<file path="src/rtl/iir_pkg.sv">
// Package: iir_pkg
// Shared sample format constants and helper types for the biquad core.
// Assumes 16-bit signed samples on both sides of the filter.
package iir_pkg;
    localparam int SAMPLE_W = 16;
    localparam int COEF_W   = 16;
    localparam int X_FRAC   = 15;   // Q1.15 input
    localparam int Y_FRAC   = 11;   // Q5.11 output
    localparam int C_FRAC   = 14;   // Q2.14 coefficients

    typedef logic signed [SAMPLE_W-1:0] sample_t;
    typedef logic signed [COEF_W-1:0]   coef_t;
endpackage

</file>
<file path="src/rtl/iir_history.sv">
// Module: iir_history
// Tapped shift register holding the most recent DEPTH accepted words.
// Tap 0 is the newest word. It shifts only when en is high and clears on
// a synchronous active-low reset. Assumes DEPTH >= 1.
module iir_history #(
    parameter int W     = 16,
    parameter int DEPTH = 2
) (
    input  logic                 clk,
    input  logic                 rst_n,
    input  logic                 en,
    input  logic [W-1:0]         din,
    output logic [DEPTH*W-1:0]   taps
);
    logic [W-1:0] stage [DEPTH];

    for (genvar i = 0; i < DEPTH; i++) begin : g_stage
        if (i == 0) begin : g_head
            // Capture the newest word into the first stage.
            always_ff @(posedge clk) begin
                if (!rst_n)  stage[0] <= '0;
                else if (en) stage[0] <= din;
            end
        end else begin : g_body
            // Move the older word one stage further along.
            always_ff @(posedge clk) begin
                if (!rst_n)  stage[i] <= '0;
                else if (en) stage[i] <= stage[i-1];
            end
        end
        assign taps[i*W +: W] = stage[i];
    end
endmodule

</file>
<file path="src/rtl/iir_mac.sv">
// Module: iir_mac
// Combinational weighted sum of the direct-form-I recursion.
// Feedforward products (Q1.15 x Q2.14) carry X_FRAC+C_FRAC fraction bits.
// Feedback products (Q5.11 x Q2.14) are shifted left by X_FRAC-Y_FRAC so that
// both kinds share one binary point. The accumulator is sized with guard
// bits so that the sum of all products cannot overflow.
module iir_mac
    import iir_pkg::*;
#(
    parameter int    ACC_W = 40,
    parameter coef_t B0 = 16'sh1000,
    parameter coef_t B1 = 16'sh2000,
    parameter coef_t B2 = 16'sh1000,
    parameter coef_t A1 = -16'sd31130,
    parameter coef_t A2 = 16'sd15565
) (
    input  sample_t                     x_cur,
    input  logic [2*SAMPLE_W-1:0]       x_taps,
    input  logic [2*SAMPLE_W-1:0]       y_taps,
    output logic signed [ACC_W-1:0]     acc
);
    localparam int N_FF     = 3;
    localparam int N_FB     = 2;
    localparam int FB_SHIFT = X_FRAC - Y_FRAC;

    localparam coef_t FF_COEF [N_FF] = '{B0, B1, B2};
    localparam coef_t FB_COEF [N_FB] = '{A1, A2};

    sample_t ff_data [N_FF];
    logic signed [ACC_W-1:0] ff_prod [N_FF];
    logic signed [ACC_W-1:0] fb_prod [N_FB];

    assign ff_data[0] = x_cur;
    assign ff_data[1] = sample_t'(x_taps[0 +: SAMPLE_W]);
    assign ff_data[2] = sample_t'(x_taps[SAMPLE_W +: SAMPLE_W]);

    for (genvar i = 0; i < N_FF; i++) begin : g_ff
        logic signed [ACC_W-1:0] c_ext, d_ext;
        assign c_ext      = ACC_W'(FF_COEF[i]);
        assign d_ext      = ACC_W'(ff_data[i]);
        assign ff_prod[i] = c_ext * d_ext;
    end

    for (genvar j = 0; j < N_FB; j++) begin : g_fb
        logic signed [ACC_W-1:0] c_ext, d_ext;
        assign c_ext      = ACC_W'(FB_COEF[j]);
        assign d_ext      = ACC_W'(sample_t'(y_taps[j*SAMPLE_W +: SAMPLE_W]));
        assign fb_prod[j] = (c_ext * d_ext) <<< FB_SHIFT;
    end

    // Add the feedforward terms and subtract the feedback terms.
    always_comb begin
        acc = '0;
        for (int i = 0; i < N_FF; i++) acc = acc + ff_prod[i];
        for (int j = 0; j < N_FB; j++) acc = acc - fb_prod[j];
    end
endmodule

</file>
<file path="src/rtl/iir_requant.sv">
// Module: iir_requant
// Rescales the accumulator from X_FRAC+C_FRAC fraction bits to the Q5.11
// output by an arithmetic right shift (rounding toward minus infinity), then
// clamps the value to the signed SAMPLE_W range instead of wrapping.
module iir_requant
    import iir_pkg::*;
#(
    parameter int ACC_W = 40
) (
    input  logic signed [ACC_W-1:0] acc,
    output sample_t                 y_sat
);
    localparam int OUT_SHIFT = X_FRAC + C_FRAC - Y_FRAC;
    localparam logic signed [ACC_W-1:0] SAT_HI =
        ACC_W'((64'sd1 <<< (SAMPLE_W-1)) - 64'sd1);
    localparam logic signed [ACC_W-1:0] SAT_LO = -SAT_HI - ACC_W'(1);

    logic signed [ACC_W-1:0] scaled;

    assign scaled = acc >>> OUT_SHIFT;

    // Clamp the scaled sum to the representable output range.
    always_comb begin
        if (scaled > SAT_HI)      y_sat = sample_t'(SAT_HI);
        else if (scaled < SAT_LO) y_sat = sample_t'(SAT_LO);
        else                      y_sat = sample_t'(scaled);
    end
endmodule

</file>
<file path="src/rtl/iir_biquad_core.sv">
// Module: iir_biquad_core
// Direct-form-I biquad: Q1.15 samples in, Q5.11 samples out, with constant
// Q2.14 coefficients. The result registers one clock after valid_in, and the
// histories advance only on valid_in. The y history stores the clamped
// result. Reset is synchronous and active low, and wins over valid_in.
module iir_biquad_core
    import iir_pkg::*;
#(
    parameter coef_t B0 = 16'sh1000,
    parameter coef_t B1 = 16'sh2000,
    parameter coef_t B2 = 16'sh1000,
    parameter coef_t A1 = -16'sd31130,
    parameter coef_t A2 = 16'sd15565,
    parameter int    GUARD_BITS = 4
) (
    input  logic                clk,
    input  logic                rst_n,
    input  logic                valid_in,
    input  logic [15:0]         x_in,
    output logic                valid_out,
    output logic [15:0]         y_out
);
    localparam int HIST_DEPTH = 2;
    localparam int PROD_W     = SAMPLE_W + COEF_W;
    localparam int ACC_W      = PROD_W + (X_FRAC - Y_FRAC) + GUARD_BITS;

    logic [HIST_DEPTH*SAMPLE_W-1:0] x_taps;
    logic [HIST_DEPTH*SAMPLE_W-1:0] y_taps;
    logic signed [ACC_W-1:0]        acc;
    sample_t                        y_sat;
    logic [15:0]                    y_d1;

    iir_history #(.W(SAMPLE_W), .DEPTH(HIST_DEPTH)) u_xhist (
        .clk   (clk),
        .rst_n (rst_n),
        .en    (valid_in),
        .din   (x_in),
        .taps  (x_taps)
    );

    iir_history #(.W(SAMPLE_W), .DEPTH(HIST_DEPTH)) u_yhist (
        .clk   (clk),
        .rst_n (rst_n),
        .en    (valid_in),
        .din   (y_sat),
        .taps  (y_taps)
    );

    iir_mac #(
        .ACC_W (ACC_W),
        .B0 (B0), .B1 (B1), .B2 (B2), .A1 (A1), .A2 (A2)
    ) u_mac (
        .x_cur  (sample_t'(x_in)),
        .x_taps (x_taps),
        .y_taps (y_taps),
        .acc    (acc)
    );

    iir_requant #(.ACC_W(ACC_W)) u_requant (
        .acc   (acc),
        .y_sat (y_sat)
    );

    assign y_d1 = y_taps[0 +: SAMPLE_W];

    // Register the result and its strobe one clock after an accepted sample.
    always_ff @(posedge clk) begin
        if (!rst_n) begin
            valid_out <= 1'b0;
            y_out     <= '0;
        end else begin
            valid_out <= valid_in;
            if (valid_in) y_out <= y_sat;
        end
    end
endmodule

</file>
<file path="config.mk">
export PLATFORM = sky130hd
export DESIGN_NAME = iir_biquad_core
export DESIGN_NICKNAME = d
export VERILOG_FILES = /design/src/rtl/iir_pkg.sv /design/src/rtl/iir_history.sv /design/src/rtl/iir_mac.sv /design/src/rtl/iir_requant.sv /design/src/rtl/iir_biquad_core.sv
export SDC_FILE = /design/constraint.sdc
export NUM_CORES = 1
export LEC_CHECK = 0
export BUFFER_PORTS_ARGS = -buffer_cell sky130_fd_sc_hd__clkbuf_2
export CAP_MARGIN = 10
export CORE_ASPECT_RATIO = 1.5
export CORE_MARGIN = 3
export CORE_UTILIZATION = 60
export CTS_CLUSTER_DIAMETER = 100
export DETAILED_ROUTE_END_ITERATION = 12
export PLACE_DENSITY = 0.76
export SYNTH_ARGS = -nofsm -noshare
export SYNTH_HDL_FRONTEND = slang
export SYNTH_HIERARCHICAL = 1
export SYNTH_SLANG_ARGS = --single-unit
</file>
<file path="constraint.sdc">
create_clock -name clk -period 20.7 [get_ports clk]
set_input_delay 6.21 -clock clk [delete_from_list [all_inputs] [get_ports clk]]
set_output_delay 6.21 -clock clk [all_outputs]
set_load 0.02 [all_outputs]
</file>
Yosys cells after proc, flatten, opt, wreduce, memory -nomap -nowiden. Memory sizes are Yosys's and may differ from the RTL's. Index checks and enable logic that the tools add are counted.

Flip-flop bits (word level): 17. RAM bits: 64. Bits of input ports: 19. Output and inout bits: 17. Word-level logic and storage cells: 26. Memories kept: 2.

Memories: u_xhist.stage (words 2, width 16, read ports 2, clocked after memory_dff 0, wr ports 2, line iir_history.sv:15) `logic [W-1:0] stage [DEPTH];`; u_yhist.stage (words 2, width 16, read ports 2, clocked after memory_dff 0, wr ports 2, line iir_history.sv:15).

$add $sub $neg: 4. Multipliers: 2. $lt $le $gt $ge: 2. Mux-type cells: 10. Bitwise logic cells: 4.

Operators by type and width (count): $mux W16 (6); $mul A15 B16 Y31 const A (2); $sub A40 B35 Y40 (1); $sub A40 B40 Y40 (1); $add A30 B28 Y31 (1); $add A28 B29 Y30 (1); $gt A22 B16 Y1 const B (1); $lt A22 B16 Y1 const B (1); $mux W1 (4); $or A1 B1 Y1 (4).

Depth between registers and ports, before layout. An unclocked memory read counts as a cell.

Depth in word-level cells: 9. Mapped depth: 46. Gate-level depth less buffers: 43.

Cells and area by module. Netlist, hierarchy kept.

Modules (own cells, without submodules): iir_mac (instances 1, cells an instance 1677, area each 14431.3 µm², seq. area each 0.0 µm²); iir_history (instances 2, cells an instance 71, area each 1238.7 µm², seq. area each 960.9 µm²); iir_biquad_core (instances 1, cells an instance 53, area each 643.1 µm², seq. area each 340.3 µm²); iir_requant (instances 1, cells an instance 43, area each 385.4 µm², seq. area each 0.0 µm²).

Worst setup path after synthesis. No wires, ideal clock.

Path kind: input to register. Start point: input port x_in[0]. End point: memory u_yhist.stage[0][14], data pin. Library setup time: 256 ps. Data arrival time: 11626 ps. Data required time: 20444 ps. Path slack: 8818 ps. Stages on the path: 25. Buffers on the path: 3. Cells stage by stage: fa_1 > fa_1 > ha_1 > and3_1 > and3_1 > a221oi_2 > o31ai_4 > a221o_2 > a21oi_1 > xnor2_1 > ha_1 > clkbuf_1 > a21o_1 > a21o_1 > a21oi_1 > o21ai_0 > a31oi_1 > nor4b_1 > a311o_1 > or4_4 > buf_6 > buf_12 > nor4_2 > o2bb2ai_1 > and3_2.

RTL lines: start: declaration (line iir_biquad_core.sv:19) `input logic [15:0] x_in,`; end: declaration (line iir_history.sv:15).

==> results.md <==
* Status: finished clean
* Reg area at 2262 µm²
* Routability cong. at roughly 0.94
* WL/cell at 18.04 µm
* Syn_nets at 2397
* CTS tree: built
* Synth Area per Inst at 9.440 µm²
* RSZ-0062 raised after global routing: no
* Tcrit/Tclk final at 59.42%
* Max-slew headroom at 26.33%
* Cells after Synth at between 1500 and 2000
* DR DRC count at 0
* Antenna Nets Post-Route at 0
* Worst Reg-to-Reg Cells at 40
* Initial core utilization at 61.13%
* Clock buffer depth at 2
* Startpoint Class: input port
* Input/output buffers at 35
* First-pass GRT wire length at 68530 µm
* Setup violations, final at 0
* Initial drt markers at 641
* R2r startpoint: u_yhist/stage[0][11]
* Reg2reg setup slack at 8.53 ns
* Floorplan core area at 28910 µm²
* Total number of vias at roughly 13000
* Setup tns final at 0 ns
* Final min period at 12.30 ns
* Total Routing Usage GR at 26.87%
* Hold path cells at 2
* Least-Margin Pin Slew at 1.101 ns
* Final Skew at 0.01497 ns
* Antenna violations before repair at 0
* Setup crit end kind: register
* Hold EP: y_out[11]
* Area of the multi-input gates at 13800 µm²
* Area grow syn2layout at 4.489%
* Nets at 2398
* H-tree depth at 3
* DIE WIDTH at 146.1 µm
* Clock slew at reported path FFs at 0.07 ns
* Die area at 31590 µm²
* HPWL Detailed at around 34000 µm
* Final std cells w/o fill at 2268
* Arrival time worst endpoint at 12.53 ns
* Yosys warning count at 6
* Worst skew pair latency at between 0.3 and 0.4 ns
* Global route overflow at 0
* Critical path class: input port to register
* Mapped Area at 17670 µm²
* Critical Path RT at 20.93 ns
* Critical hold path startpoint: y_out[11]
* Layout cells sized above 1 at 8.733%
* Max frequency at 0.08130 GHz
* Pre-antenna DRT Iters at 5
* Pin count of the biggest net entering global routing at 82
* N_diodes at 0
* Fill cells at ~2500
* Pins Over Slew Limit at 0
* Vias/cell at 5.795
* Clock sinks at 81
* Postcts setup bufs at 0
* Routed wire length at roughly 40000 µm
* Hold Buf Count CTS at 0
* Dpl cells at 2252
* IO Pins at 36
* CTS resizes at 0
* Worst-path maximum fanout at 16
* CTS buffer count at 9
* Vert. Die Dim at 216.2 µm
* Final number of hold-violating endpoints at 0
* Vias in the first global route at 13970
* HP Class: register to register
* Capture point of the worst reg-to-reg path: u_yhist/stage[0][2]
* Max cap viols at 0
* Num rows at between 70 and 80
* Clock Tree Root: clkbuf_16
-- critical path: stages --
cell	delay, ns
clkbuf_2	0.10
fa_1	0.41
fa_1	0.38
ha_1	0.31
and3_1	0.20
and3_1	0.19
a221oi_2	0.50
o31ai_4	0.19
a221o_2	0.36
a21oi_1	0.20
xnor2_1	0.11
ha_1	0.44
a21o_1	0.22
a21o_1	0.17
a21oi_1	0.12
o21ai_0	0.09
a21oi_1	0.32
o31ai_1	0.20
a211oi_2	0.16
buf_4	0.29
nand2_1	0.08
nor2_1	0.85
o2bb2ai_1	0.22
and3_2	0.21
-- flip-flops by register name, indices dropped and copies added (netlist names) --
register,flops
u_yhist/stage,32
y_out,16
u_xhist/stage,32
valid_out,1
-- placed cells by master, fill, tap and decap left out, drive strengths merged, types with 4 or more instances in the layout --
cell type  count
o21ai         81
buf            9
a21o          56
dfxtp         17
o211ai         7
nor2b         37
nor4          20
a211oi        12
edfxtp        64
nor2          49
and4           5
a31oi          7
and2           5
nand2         73
o2bb2ai       15
inv          358
or2            5
a221oi         4
nand2b        11
fa           217
o21bai        12
o31ai         10
nor3          16
mux2i         21
o221a          6
a21boi         6
xor2          49
a41oi          4
nand3         22
clkbuf        46
nand4         23
a21oi        115
o311ai         4
and3          72
o21a          13
xnor2         76
ha           289
-- final cells by class --
| class | count | area share [%] |
|---|---|---|
| well taps | 390 | 2.643 |
| flip-flops and latches | 81 | 12.25 |
| inverters | 356 | 7.237 |
| repair buffers | 44 | 1.315 |
| multi-input cells | 1381 | 74.76 |
| clock inverters | 5 | 0.3659 |
| clock buffers | 11 | 1.430 |
-- per-layer routing --
layer  vias to the layer above  GRT usage (%)  wire length (µm)
met5                         -              0                 0
met4                         0          9.165              1264
met3                        78          2.238              1233
met2                       244          50.55             22040
met1                      6474          32.08             16370
li1                       6347              -                 -
-- through the flow --
| step | area [µm²] | setup WS, ns | hold slack (ns) | util (%) |
|---|---|---|---|---|
| final | 18470 | 8.400 | 0.5270 | 63.88 |
| after floorplan | 17670 | 8.818 | 0.5807 | - |
| after global routing | 18470 | 7.905 | 0.5637 | 63.88 |
| after detailed placement | 18130 | 8.107 | 0.5072 | 62.73 |
| after CTS | 18470 | 8.466 | 0.5272 | 63.88 |
| after global placement | 18130 | 8.188 | 0.5082 | 62.73 |
-- worst max path at each step --
stage	start	to	slack [ns]
6_report	x_in[0]	u_yhist/stage[0][3]	8.40
5_1_grt	u_yhist/stage[0][5]	u_yhist/stage[0][2]	7.91
4_1_cts	x_in[0]	u_yhist/stage[0][9]	8.47
3_5_place_dp	x_in[0]	u_yhist/stage[0][13]	8.11
3_3_place_gp	x_in[0]	u_yhist/stage[0][0]	8.19
2_1_floorplan	x_in[0]	u_yhist/stage[0][14]	8.82
Power is not shown: default switching activity piles up to over one toggle a cycle in this logic, so the estimate is an artifact.
